`src/rtl/dma_arb_pkg.sv`:
```
package dma_arb_pkg;

   typedef enum logic {
      ARB_IDLE  = 1'b0,
      ARB_GRANT = 1'b1
   } arb_state_e;

endpackage

```
`src/rtl/dma_req_cond.sv`:
```
module dma_req_cond #(
   parameter int NUM_CH      = 4,
   parameter int SYNC_STAGES = 2
) (
   input  logic              clk,
   input  logic              rst_n,
   input  logic [NUM_CH-1:0] req_raw,
   input  logic              req_low_active,
   output logic [NUM_CH-1:0] req_sync
);

   generate
      if (SYNC_STAGES < 2) begin : g_bad_sync
         $error("dma_req_cond: SYNC_STAGES must be at least 2");
      end
   endgenerate

   logic [NUM_CH-1:0] req_norm;

   // Normalise polarity before the synchronizer so reset value 0 means idle
   assign req_norm = req_raw ^ {NUM_CH{req_low_active}};

   generate
      for (genvar ch = 0; ch < NUM_CH; ch++) begin : g_ch
         logic [SYNC_STAGES-1:0] stage_q;
         always_ff @(posedge clk or negedge rst_n) begin
            if (!rst_n) begin
               stage_q <= '0;
            end else begin
               stage_q <= {stage_q[SYNC_STAGES-2:0], req_norm[ch]};
            end
         end
         assign req_sync[ch] = stage_q[SYNC_STAGES-1];
      end
   endgenerate

endmodule

```
`src/rtl/dma_prio_pick.sv`:
```
module dma_prio_pick #(
   parameter int NUM_CH = 4,
   parameter int IDX_W  = 2
) (
   input  logic [NUM_CH-1:0] req,
   output logic              found,
   output logic [IDX_W-1:0]  idx
);

   generate
      if ((1 << IDX_W) < NUM_CH) begin : g_bad_idx
         $error("dma_prio_pick: IDX_W too narrow for NUM_CH");
      end
   endgenerate

   // Lowest channel number has highest priority: scan downward, last hit wins
   always_comb begin
      found = 1'b0;
      idx   = '0;
      for (int i = NUM_CH - 1; i >= 0; i--) begin
         if (req[i]) begin
            found = 1'b1;
            idx   = IDX_W'(i);
         end
      end
   end

endmodule

```
`src/rtl/dma_grant_timer.sv`:
```
module dma_grant_timer #(
   parameter int PREEMPT_CYCLES = 33333,
   parameter int CNT_W          = $clog2(PREEMPT_CYCLES + 1)
) (
   input  logic clk,
   input  logic rst_n,
   input  logic clear,
   input  logic run,
   output logic expired
);

   localparam logic [CNT_W-1:0] LIMIT = CNT_W'(PREEMPT_CYCLES);

   generate
      if (PREEMPT_CYCLES < 1) begin : g_bad_limit
         $error("dma_grant_timer: PREEMPT_CYCLES must be at least 1");
      end
   endgenerate

   logic [CNT_W-1:0] cnt_q;

   always_ff @(posedge clk or negedge rst_n) begin
      if (!rst_n) begin
         cnt_q <= '0;
      end else if (clear) begin
         cnt_q <= '0;
      end else if (run && (cnt_q != LIMIT)) begin
         cnt_q <= cnt_q + 1'b1;
      end
   end

   assign expired = (cnt_q == LIMIT);

endmodule

```
`src/rtl/dma_handshake_arb.sv`:
```
module dma_handshake_arb #(
   parameter int NUM_CH         = 4,
   parameter int SYNC_STAGES    = 2,
   parameter int PREEMPT_CYCLES = 33333
) (
   input  logic              clk,
   input  logic              rst_n,
   input  logic [NUM_CH-1:0] req_raw,
   input  logic              req_low_active,
   input  logic              ack_low_active,
   input  logic              timing_compat,
   input  logic              xfer_done,
   output logic [NUM_CH-1:0] ack_out,
   output logic [NUM_CH-1:0] resume_pend
);

   import dma_arb_pkg::*;

   localparam int IDX_W = (NUM_CH > 1) ? $clog2(NUM_CH) : 1;
   localparam int CNT_W = $clog2(PREEMPT_CYCLES + 1);

   generate
      if (NUM_CH < 2) begin : g_bad_ch
         $error("dma_handshake_arb: NUM_CH must be at least 2");
      end
   endgenerate

   logic [NUM_CH-1:0] req_sync;
   logic              pick_found;
   logic [IDX_W-1:0]  pick_idx;
   logic              tmr_expired;
   logic [NUM_CH-1:0] gnt_onehot;
   logic              others_waiting;
   logic              preempt;

   arb_state_e        state_q;
   logic [IDX_W-1:0]  gnt_idx_q;
   logic [NUM_CH-1:0] resume_q;

   dma_req_cond #(
      .NUM_CH     (NUM_CH),
      .SYNC_STAGES(SYNC_STAGES)
   ) u_cond (
      .clk           (clk),
      .rst_n         (rst_n),
      .req_raw       (req_raw),
      .req_low_active(req_low_active),
      .req_sync      (req_sync)
   );

   dma_prio_pick #(
      .NUM_CH(NUM_CH),
      .IDX_W (IDX_W)
   ) u_pick (
      .req  (req_sync),
      .found(pick_found),
      .idx  (pick_idx)
   );

   dma_grant_timer #(
      .PREEMPT_CYCLES(PREEMPT_CYCLES),
      .CNT_W         (CNT_W)
   ) u_timer (
      .clk    (clk),
      .rst_n  (rst_n),
      .clear  (state_q == ARB_IDLE),
      .run    (state_q == ARB_GRANT),
      .expired(tmr_expired)
   );

   always_comb begin
      for (int i = 0; i < NUM_CH; i++) begin
         gnt_onehot[i] = (state_q == ARB_GRANT) && (gnt_idx_q == IDX_W'(i));
      end
   end

   assign others_waiting = |(req_sync & ~gnt_onehot);
   assign preempt        = (state_q == ARB_GRANT) && !timing_compat &&
                           tmr_expired && others_waiting;

   always_ff @(posedge clk or negedge rst_n) begin
      if (!rst_n) begin
         state_q   <= ARB_IDLE;
         gnt_idx_q <= '0;
         resume_q  <= '0;
      end else begin
         case (state_q)
            ARB_IDLE: begin
               if (pick_found) begin
                  state_q   <= ARB_GRANT;
                  gnt_idx_q <= pick_idx;
               end
            end
            ARB_GRANT: begin
               if (xfer_done) begin
                  state_q             <= ARB_IDLE;
                  resume_q[gnt_idx_q] <= 1'b0;
               end else if (preempt) begin
                  state_q             <= ARB_IDLE;
                  resume_q[gnt_idx_q] <= 1'b1;
               end
            end
            default: state_q <= ARB_IDLE;
         endcase
      end
   end

   assign ack_out     = gnt_onehot ^ {NUM_CH{ack_low_active}};
   assign resume_pend = resume_q;

endmodule

```
`config.mk`:
```
export PLATFORM = sky130hd
export DESIGN_NAME = dma_handshake_arb
export DESIGN_NICKNAME = d
export VERILOG_FILES = /design/src/rtl/dma_arb_pkg.sv /design/src/rtl/dma_req_cond.sv /design/src/rtl/dma_prio_pick.sv /design/src/rtl/dma_grant_timer.sv /design/src/rtl/dma_handshake_arb.sv
export SDC_FILE = /design/constraint.sdc
export NUM_CORES = 1
export LEC_CHECK = 0
export BUFFER_PORTS_ARGS = -buffer_cell sky130_fd_sc_hd__buf_4
export CAP_MARGIN = 10
export CORE_MARGIN = 1.5
export CORE_UTILIZATION = 54
export DETAILED_ROUTE_END_ITERATION = 8
export HOLD_SLACK_MARGIN = 0.03
export PLACE_DENSITY = 0.75
export SLEW_MARGIN = 10
export SYNTH_ARGS = -nofsm -noshare
export SYNTH_HDL_FRONTEND = slang
export SYNTH_SLANG_ARGS = --single-unit
```
`constraint.sdc`:
```
create_clock -name clk -period 3.2 [get_ports clk]
set_clock_uncertainty 0.05 [all_clocks]
set_input_delay 0.64 -clock clk [delete_from_list [all_inputs] [get_ports clk]]
set_output_delay 0.64 -clock clk [all_outputs]
set_load 0.05 [all_outputs]
```
# Yosys cells after proc, flatten, opt, wreduce, memory -nomap -nowiden
# Index checks and enable logic that the tools add are counted.
# op_classes
add_sub_neg,1
order_cmp,2
eq_ne,6
mux,18
bitwise_logic,8
n_reduce_logical,15
# ops
cell,n
$mux W16,2
$add A16 B1 Y16 const B,1
$eq A16 B16 Y1 const B,1
$ne A16 B16 Y1 const B,1
$logic_and A1 B1 Y1,9
$and A4 B4 Y4,2
$mux W1,8
$mux W2,4
$mux W4,2
$not A4 Y4,2
$xor A4 B4 Y4,2
$eq A2 B2 Y1 const B,2
$or A4 B4 Y4,1
$reduce_and A2 Y1,2
$reduce_or A4 Y1,1
$lt A2 B3 Y1 const B,1
$demux W1 S2,1
$eq A2 B1 Y1 const B,1
$ge A2 B1 Y1 const B,1
$logic_not A2 Y1,1
$ne A2 B1 Y1 const B,1
$pmux W1 S2,1
$reduce_bool A2 Y1,1
$logic_not A1 Y1,1
$not A1 Y1,1
# word_totals
ff_bits,31
input_bits,10
out_inout_bits,8
elab_cells,58

# Logic depth before layout (Yosys ltp)
# Gate-level depths: netlist (run 1).
# logic_depth
word_depth,9
mapped_depth,6
ltp_nobuf,6

# Cells and area by module
# From an unflattened synthesis (run 1), not the netlist that was laid out.
# unflattened
cells_unflattened,153
area_unflattened_um2,1604.0
# by_module_without_submodules
module,instances,cells_per_inst,area_per_inst_um2
dma_grant_timer,1,88,890.9
dma_handshake_arb,1,42,412.9
dma_req_cond,1,16,265.3
dma_prio_pick,1,7,35.0

# Least setup slack after synthesis (run 1)
# Ideal clock, no wire load.
# synth_timing
path_type,reg-to-output
startpoint,reg state_q
endpoint,out ack_out[2]
arrival_ns,1.651
t_required_ns,2.510
setup_slack_ns,0.859
stages_incl_launch_ff,4
path_buffers,1
path_cell_list,dfrtp_1 clkbuf_1 and3b_1 xor2_1
# synth_between
elab_chain_len,2
# synth_rtl
element,line,source
from (decl),dma_handshake_arb.sv:36,arb_state_e state_q;
from (signal assigned),dma_handshake_arb.sv:83,state_q <= ARB_IDLE;
from (signal assigned),dma_handshake_arb.sv:90,state_q <= ARB_GRANT;
from (signal assigned),dma_handshake_arb.sv:96,state_q <= ARB_IDLE;
$logic_and A1 B1 Y1,dma_handshake_arb.sv:73,gnt_onehot[i] = (state_q == ARB_GRANT) && (gnt_idx_q == IDX_W'(i));
$xor A4 B4 Y4,dma_handshake_arb.sv:108,assign ack_out = gnt_onehot ^ {NUM_CH{ack_low_active}};
to (decl),dma_handshake_arb.sv:13,"output logic [NUM_CH-1:0] ack_out,"
# Every way passes these cells.

# Worst setup path after layout (run 1)
# layout_timing
startpoint,reg state_q
endpoint,out ack_out[0]
# The elaborated chain is that of the path after synthesis.

==> results.cfg, run 1 <==
[floorplan]
rows = 19
fp.dieH_um = 56.6
coreArea_um2 = 2730
initial_core_util = 0.567
die_x_um = 56.6
dieArea_um2 = 3200
io_pins = 18

[clock_network]
h-tree-depth = 2
worstSkewPairLatency_ns = 0.33
cts_tree = yes
cts-root-buf = clkbuf_4
cts_resized = 0
postCtsHoldBufs = 0
cts_inserted_buffers = 5
cts_buffer_depth = 2
cts_sinks = 31
post_cts_buffers = 0
clkSlewWorstSetupHoldPaths_ns = 0.10

[drt]
via_per_inst = 5.57
routed_wl_um = 2730
ant_nets = 0
post-route-drc-count = 0
vias = 1125
dr.pass1.iters = 4
wl_per_cell_um = 13.5
initialDrtViolationCount = 31

[synthesis]
yosysWarningCount = 0
yosysSeqAreaShare = 0.500
synthCells = 148
post-synth-top-count-cell = dfrtp_1
synth_area_leaders = dfrtp_1 50%, xnor2_1 5.1%, xor2_1 5.1%
synth_top_area_share = 0.500
synth_flop_cell = dfrtp_1
synth_edf_count = 0
ys_ff_latch = 31
yosysTopAreaCell = dfrtp_1
syn-mean-instance-area_um2 = 10.5
synth-async-reset-ratio = 1.00
synthDistinctLibCells = 36
syn_area_um2 = 1550
synth_nets = 160
ys_top_cells_by_count = 31 x dfrtp_1, 17 x nor2_1, 12 x nand2_1, 9 x xnor2_1, 9 x xor2_1

[placement]
dp_hpwl_um = 1930
place_inst = 194
port_buffers = 17
pre_cts_slack_ns = 1.20
gp_congestion = 0.779
placed_cell_area_um2 = 1710

[power]
p_int_mw = 0.689
p_clk_frac = 0.323
p_seq_frac = 0.478
peakVddDrop_v = 0.000609
comb_power_share = 0.199
power.leakage_nw = 0.789
p_switching_mw = 0.295
power.density_nw_per_um2 = 548
p_sw_frac = 0.300

[hold_path]
hold_class = input port to asynchronous set/reset pin

[critical_path]
r2r_start = u_timer.cnt_q[1]
ff2ff_path_depth = 6
ff2ff_setup_slack_ns = 1.38
crit_arrival_ns = 1.69
critical_path_peak_fanout = 15
crit_type = flip-flop to output port
cp-start-kind = flip-flop
end_kind = output port
critPathSlowestCell = dfrtp_1
path_cells = nor3b_2, xor2_1, buf_4
critPathMaxStageDelay_ns = 0.59
crit_required_ns = 2.51

[layout]
regArea_um2 = 776
final_layout_size_suffix_gt1_frac = 0.199
syn2layout_area_growth_pct = 15.8
multi_input_area_um2 = 744
n_antenna_cell = 0
fin_nets = 182
fin_area_um2 = 1800
stdcell_count = 202
fillCellCount = 207

[timing]
fin_ws_ns = 0.822
worst_pin_slew_ns = 0.463
hold_slack_ns = 0.161
setup_tns_ns = 0
maxSlewHeadroom = 0.691
slew_viol_final = 0
finalCriticalPeriod_ns = 2.38
period_share = 0.743
max_freq_mhz = 420
grt_setup_unrepaired = no
setup_viol = 0
hold_viol = 0

[global_routing]
antenna_found_initial = 0
grt_overflow = 0
grt_max_degree = 32
gr-usage-all-layers = 0.193
grt_pass1_vias = 1110
grt_pass1_wl_um = 4750

[job]
drv_cap = 0

[status]
status = complete, no violations
[cell usage in the layout (no fill, tap or decap), types with 2 or more instances in the layout]
master	Yosys	routed
dfrtp_1	31	31
nor2_1	17	17
buf_4	0	17
nand2_1	12	12
xor2_1	9	9
xnor2_1	9	9
a21oi_1	7	7
inv_1	6	6
o21ai_0	6	6
nand3_1	5	5
clkbuf_4	0	5
nor4_1	4	4
nor3_1	4	4
nor4b_4	3	3
nand4_1	3	3
nand3b_1	3	3
nor2b_1	2	2
a31oi_1	2	2
or3_1	2	2
o31ai_1	2	2
or4_1	2	2
o21ai_1	2	2
ha_1	2	2
[final cells by class]
type                            instances  area share
Sequential cell                        31       0.432
Multi-Input combinational cell        109       0.415
Clock inverter                          2      0.0195
Inverter                                6      0.0125
Timing Repair Buffer                   17      0.0711
Tap cell                               31      0.0216
Clock buffer                            6      0.0286
[worst max-delay path, delay by kind of cell, from the launching register on]
kind	cells	cell delay, ns
xor+xnor	1	0.18
buf+inv	1	0.21
flops	1	0.59
simple gates	1	0.37
[worst max-delay path by stage]
| stage | start | end | cells past startpoint |
|---|---|---|---|
| after floorplan | state_q | ack_out[2] | 3 |
| after global placement | state_q | ack_out[0] | 3 |
| after detailed placement | state_q | ack_out[0] | 3 |
| after CTS | state_q | ack_out[0] | 3 |
| after global routing | state_q | ack_out[0] | 3 |
| final | state_q | ack_out[0] | 3 |
[per-layer routing]
layer  track usage  part of all wire  wire [µm]
met1         0.249              0.48       1300
met2         0.301              0.47       1290
met3        0.0507             0.032         86
met4        0.0952             0.019         51
met5             0                 0          0
[metrics by stage]
stage | power [mW] | util
finish | 0.984 | 0.657
CTS | 0.999 | 0.657
floorplan | 0.610 | -
global placement | 0.664 | 0.625
detailed placement | 0.675 | 0.625
global route | 1.04 | 0.657
[power groups by stage]
| stage | sequential [mW] | clock, mW | combinational (mW) |
|---|---|---|---|
| floorplan | 0.463 | 0 | 0.147 |
| global placement | 0.473 | 0 | 0.191 |
| detailed placement | 0.478 | 0 | 0.197 |
| CTS | 0.471 | 0.330 | 0.198 |
| global route | 0.477 | 0.345 | 0.215 |
| finish | 0.470 | 0.317 | 0.196 |
[kinds of logic after synthesis]
group	count (synthesis)	synth area share
and+or+nand+nor	65	0.268
buffers and inverters	8	0.0194
xor gates and xnor gates	18	0.102
muxes	1	0.00646
AOI/OAI and AO/OA	23	0.0880
DFF	31	0.500
adders and majority gates	2	0.0161
Power figures use the tool's default switching activity.
==> inputs of run 2 (changes only) <==
ABC_AREA = 1   (was default)
PLACE_DENSITY = 0.74   (was 0.75)
clock period = 2.25 ns   (was 3.2 ns; I/O delays follow)
==> results.cfg, run 2 <==
[timing]
slew_viol_final = 0
fin_ws_ns = 0.311
maxSlewHeadroom = 0.748
period_share = 0.862
finalCriticalPeriod_ns = 1.94
setup_viol = 0
max_freq_mhz = 516
grt_setup_unrepaired = no
worst_pin_slew_ns = 0.378
hold_viol = 0
setup_tns_ns = 0

[clock_network]
cts_buffer_depth = 2
cts_sinks = 31
clkSlewWorstSetupHoldPaths_ns = 0.12
post_cts_buffers = 0
cts_resized = 0
cts-root-buf = clkbuf_4
h-tree-depth = 2
worstSkewPairLatency_ns = 0.35
cts_tree = yes
cts_inserted_buffers = 5

[floorplan]
dieArea_um2 = 3350
fp.dieH_um = 57.9
initial_core_util = 0.580
io_pins = 18
coreArea_um2 = 2810
rows = 19
die_x_um = 57.9

[synthesis]
synth_edf_count = 0
yosysSeqAreaShare = 0.477
synth_area_leaders = dfrtp_1 48%, nand2_1 9.5%, inv_1 8.1%
synthMuxAreaShare = 0
ys_top_cells_by_count = 41 x nand2_1, 35 x inv_1, 31 x dfrtp_1, 25 x nor2_1, 16 x nand3_1
synth_xor_area_frac = 0.0485
ys_ff_latch = 31
yosysTopAreaCell = dfrtp_1
syn_area_um2 = 1630
synthAdderAreaFrac = 0.0154
synth_top_area_share = 0.477
post-synth-top-count-cell = nand2_1
synth-async-reset-ratio = 1.00
synth_nets = 218
synthCells = 206
synth_top_family_by_area = simple AND/OR/NAND/NOR gates
yosys.area_share.simple = 0.260
synthDistinctLibCells = 24
syn-mean-instance-area_um2 = 7.90
synth_flop_cell = dfrtp_1
yosysWarningCount = 0
synth-compound-area-share = 0.102

[global_routing]
grt_overflow = 0
gr-usage-all-layers = 0.218
grt_pass1_vias = 1208
grt_pass1_wl_um = 5440
antenna_found_initial = 0
grt_max_degree = 32

[drt]
vias = 1354
post-route-drc-count = 5
dr.pass1.iters = 6
via_per_inst = 5.17
ant_nets = 0
wl_per_cell_um = 12.2
initialDrtViolationCount = 58
routed_wl_um = 3190

[placement]
pre_cts_slack_ns = 0.654
dp_hpwl_um = 2270
gp_congestion = 0.878
port_buffers = 17

[critical_path]
cp-start-kind = flip-flop
end_kind = output port
ff2ff_path_depth = 10
r2r_start = u_timer.cnt_q[0]
ff2ff_setup_slack_ns = 0.67
crit_type = flip-flop to output port
setup.worst_path.end = ack_out[2]
crit_start = gnt_idx_q[0]
crit_required_ns = 1.75
critical_path_peak_fanout = 4
r2r_end = u_timer.cnt_q[12]
crit_arrival_ns = 1.44

[power]
peakVddDrop_v = 0.000544
power.density_nw_per_um2 = 1000
power.leakage_nw = 0.936

[job]
drv_cap = 0

[status]
status = finished, violations left
violations = DRC

[layout]
layout_common_cells = 41 x nand2_1, 35 x inv_1, 31 x dfrtp_1, 25 x nor2_1, 18 x buf_4
fin_nets = 242
layout_commonest_cell = nand2_1
syn2layout_area_growth_pct = 15.6
n_antenna_cell = 0
fillCellCount = 236
final_layout_size_suffix_gt1_frac = 0.169

[hold_path]
hold_class = input port to flip-flop
run 2: cell types whose count changed after synthesis, moves of 6 or more:
cell	previous run	this run
inv_1	6	35
nand2_1	12	41
nand3_1	5	16
xnor2_1	9	0
nor2_1	17	25
o21ai_0	6	12
run 2: per-stage QoR:
| step | total power [mW] | hold slack (ns) | cells | utilization | cell area [µm²] |
|---|---|---|---|---|---|
| after floorplan | 1.24 | 0.104 | 206 | - | 1630 |
| after global routing | 2.01 | 0.213 | 262 | 0.670 | 1880 |
| final | 1.89 | 0.230 | 262 | 0.670 | 1880 |
| after detailed placement | 1.43 | 0.286 | 253 | 0.636 | 1780 |
| after global placement | 1.40 | 0.282 | 253 | 0.636 | 1780 |
| after CTS | 1.89 | 0.215 | 262 | 0.670 | 1880 |
run 2: timing repair:
action	4_1_cts	5_1_grt
hold endpoints to repair	31	0
setup endpoints to repair	0	0
hold buffers	1	0
run 2: cell families after synthesis:
family | after synthesis
DFF | 31
buffers and inverters | 40
and+or+nand+nor | 96
xor gates and xnor gates | 9
AOI/OAI and AO/OA | 28
adders and majority gates | 2
run 2: critical path, cell delays in order (launching register included):
cell and delay (ns):
dfrtp_1 0.41, inv_1 0.09, nand3_1 0.17, xor2_1 0.19, buf_4 0.22
run 2: where the power goes:
| group | leakage, nW | switching, mW | internal [mW] |
|---|---|---|---|
| logic | 0.483 | 0.480 | 0.219 |
| clock network | 0.0482 | 0.200 | 0.262 |
| registers | 0.405 | 0.0799 | 0.646 |
run 2: metal layers:
metal	track usage	part of all wire
met5	0	0
met2	0.346	0.46
met1	0.282	0.46
met3	0.0625	0.059
met4	0.0897	0.025
run 2: worst min-delay path by stage:
stage                              start                         end  slack, ns  cells past startpoint
2_1_floorplan                      rst_n  asynchronous set/reset pin       0.10                      0
3_3_place_gp   u_cond.g_ch[2].stage_q[0]   u_cond.g_ch[2].stage_q[1]       0.28                      0
3_5_place_dp   u_cond.g_ch[0].stage_q[0]   u_cond.g_ch[0].stage_q[1]       0.29                      0
4_1_cts                       req_raw[2]   u_cond.g_ch[2].stage_q[0]       0.22                      2
5_1_grt                       req_raw[2]   u_cond.g_ch[2].stage_q[0]       0.21                      2
6_report                      req_raw[2]   u_cond.g_ch[2].stage_q[0]       0.23                      2
run 2: area by class of cell:
cell class / instances / area (µm²) / area share
Clock buffer: 6 / 51.3 / 0.0273
Clock inverter: 2 / 35.0 / 0.0186
Inverter: 38 / 143 / 0.0758
Multi-Input combinational cell: 135 / 692 / 0.368
Sequential cell: 31 / 776 / 0.413
Tap cell: 31 / 38.8 / 0.0206
Timing Repair Buffer: 19 / 145 / 0.0772
==> inputs of run 3 (changes only) <==
==> constraint.sdc (replaced) <==
create_clock -name clk -period 2.25 [get_ports clk]
set_clock_uncertainty 0.05 [all_clocks]
set_input_delay 0.1125 -clock clk [delete_from_list [all_inputs] [get_ports clk]]
set_output_delay 0.1125 -clock clk [all_outputs]
set_load 0.05 [all_outputs]
==> results.cfg, run 3 (same netlist as run 2, synthesis figures left out) <==
[power]
power.leakage_nw = 0.965
p_switching_mw = 0.753
p_seq_frac = 0.406
power.density_nw_per_um2 = 963
peakVddDrop_v = 0.000540
p_int_mw = 1.13
p_sw_frac = 0.400
comb_power_share = 0.347
p_clk_frac = 0.246

[critical_path]
crit_required_ns = 2.09
crit_arrival_ns = 1.87
crit_type = flip-flop to output port
ff2ff_setup_slack_ns = 0.50
end_kind = output port
ff2ff_path_depth = 8
r2r_start = state_q
critical_path_peak_fanout = 21
r2r_end = state_q
cp-start-kind = flip-flop

[timing]
maxSlewHeadroom = 0.571
hold_viol = 0
grt_setup_unrepaired = no
period_share = 0.902
setup_tns_ns = 0
worst_pin_slew_ns = 0.644
max_freq_mhz = 493
setup_viol = 0
finalCriticalPeriod_ns = 2.03
fin_ws_ns = 0.220
slew_viol_final = 0

[placement]
dp_hpwl_um = 2280
gp_congestion = 0.876
port_buffers = 17
pre_cts_slack_ns = 0.545

[floorplan]
die_x_um = 57.9
coreArea_um2 = 2810
rows = 19
initial_core_util = 0.580
fp.dieH_um = 57.9
dieArea_um2 = 3350
io_pins = 18

[drt]
via_per_inst = 5.22
dr.pass1.iters = 6
vias = 1404
routed_wl_um = 3160
post-route-drc-count = 2
initialDrtViolationCount = 69
wl_per_cell_um = 11.7
ant_nets = 0

[layout]
n_antenna_cell = 0
fillCellCount = 228
fin_nets = 249
regArea_um2 = 776
final_layout_size_suffix_gt1_frac = 0.160
multi_input_area_um2 = 692
layout_common_cells = 41 x nand2_1, 35 x inv_1, 31 x dfrtp_1, 25 x nor2_1, 17 x buf_4
syn2layout_area_growth_pct = 20.1
layout_commonest_cell = nand2_1

[clock_network]
clkSlewWorstSetupHoldPaths_ns = 0.10
cts_buffer_depth = 2
cts_tree = yes
cts_sinks = 31
cts-root-buf = clkbuf_4
cts_inserted_buffers = 5
worstSkewPairLatency_ns = 0.33
cts_resized = 0
post_cts_buffers = 0
h-tree-depth = 2

[global_routing]
use_met3 = 0.0692
grt_pass1_vias = 1340
grt_pass1_wl_um = 5490
grt_util_met1 = 0.276
grt_max_degree = 32
gr-usage-all-layers = 0.217
antenna_found_initial = 0
grtUsageMet2 = 0.349
grt_overflow = 0
grt.busiest_layer = met2

[status]
violations = DRC
status = finished, violations left

[hold_path]
hold_class = input port to flip-flop
holdPathStages = 4
hp-start = xfer_done
min_to = state_q

[job]
drv_cap = 0
-- run 3: changes by cell type in the layout (fill, tap and decap cells not counted), sizes merged --
cell         previous run  this run
buf                    18        17
dlygate4sd3             1         9
-- run 3: cell type report --
cell class                      instances  share of cell area
Clock buffer                            6              0.0263
Timing Repair Buffer                   26               0.111
Sequential cell                        31               0.397
Multi-Input combinational cell        135               0.354
Clock inverter                          2              0.0179
Tap cell                               31              0.0199
Inverter                               38              0.0730
-- run 3: worst max-delay path by stage --
| stage | slack, ns | to | cells after the start | from |
|---|---|---|---|---|
| finish | 0.22 | ack_out[1] | 3 | state_q |
| global route | 0.09 | ack_out[1] | 3 | state_q |
| CTS | 0.24 | ack_out[1] | 3 | state_q |
| detailed placement | 0.54 | state_q | 8 | state_q |
| global placement | 0.63 | state_q | 8 | state_q |
| floorplan | 0.66 | ack_out[0] | 3 | state_q |
-- run 3: timing repair --
item | CTS | global route
hold endpoints to repair | 35 | 0
endpoints found under the setup margin | 0 | 0
hold buffers | 9 | 0
-- run 3: worst max-delay path, cell delays in order (launching register included) --
cell     delay, ns
dfrtp_1       0.77
nand3_1       0.31
xor2_1        0.22
buf_4         0.22
-- run 3: metal layers --
layer / wire (µm) / vias up / share of wire
li1: - / 711 / -
met1: 1470 / 652 / 0.47
met2: 1500 / 36 / 0.47
met3: 155 / 5 / 0.049
met4: 30 / 0 / 0.0095
met5: 0 / - / 0
-- run 3: metrics by stage --
step                      power (mW)  std cells  area, µm²  hold WS, ns   util
after detailed placement        1.41        252       1780       0.0121  0.633
after floorplan                 1.24        206       1630       -0.233      -
after CTS                       1.89        269       1950       0.0382  0.696
final                           1.88        269       1950       0.0497  0.696
after global placement          1.39        252       1780       0.0103  0.633
after global routing            2.00        269       1950       0.0418  0.696
-- run 3: power by group through the flow --
| stage | registers, mW | clock network (mW) | logic, mW |
|---|---|---|---|
| after floorplan | 0.803 | 0 | 0.441 |
| after global placement | 0.764 | 0 | 0.624 |
| after detailed placement | 0.776 | 0 | 0.637 |
| after CTS | 0.764 | 0.471 | 0.656 |
| after global routing | 0.781 | 0.503 | 0.717 |
| final | 0.765 | 0.463 | 0.654 |
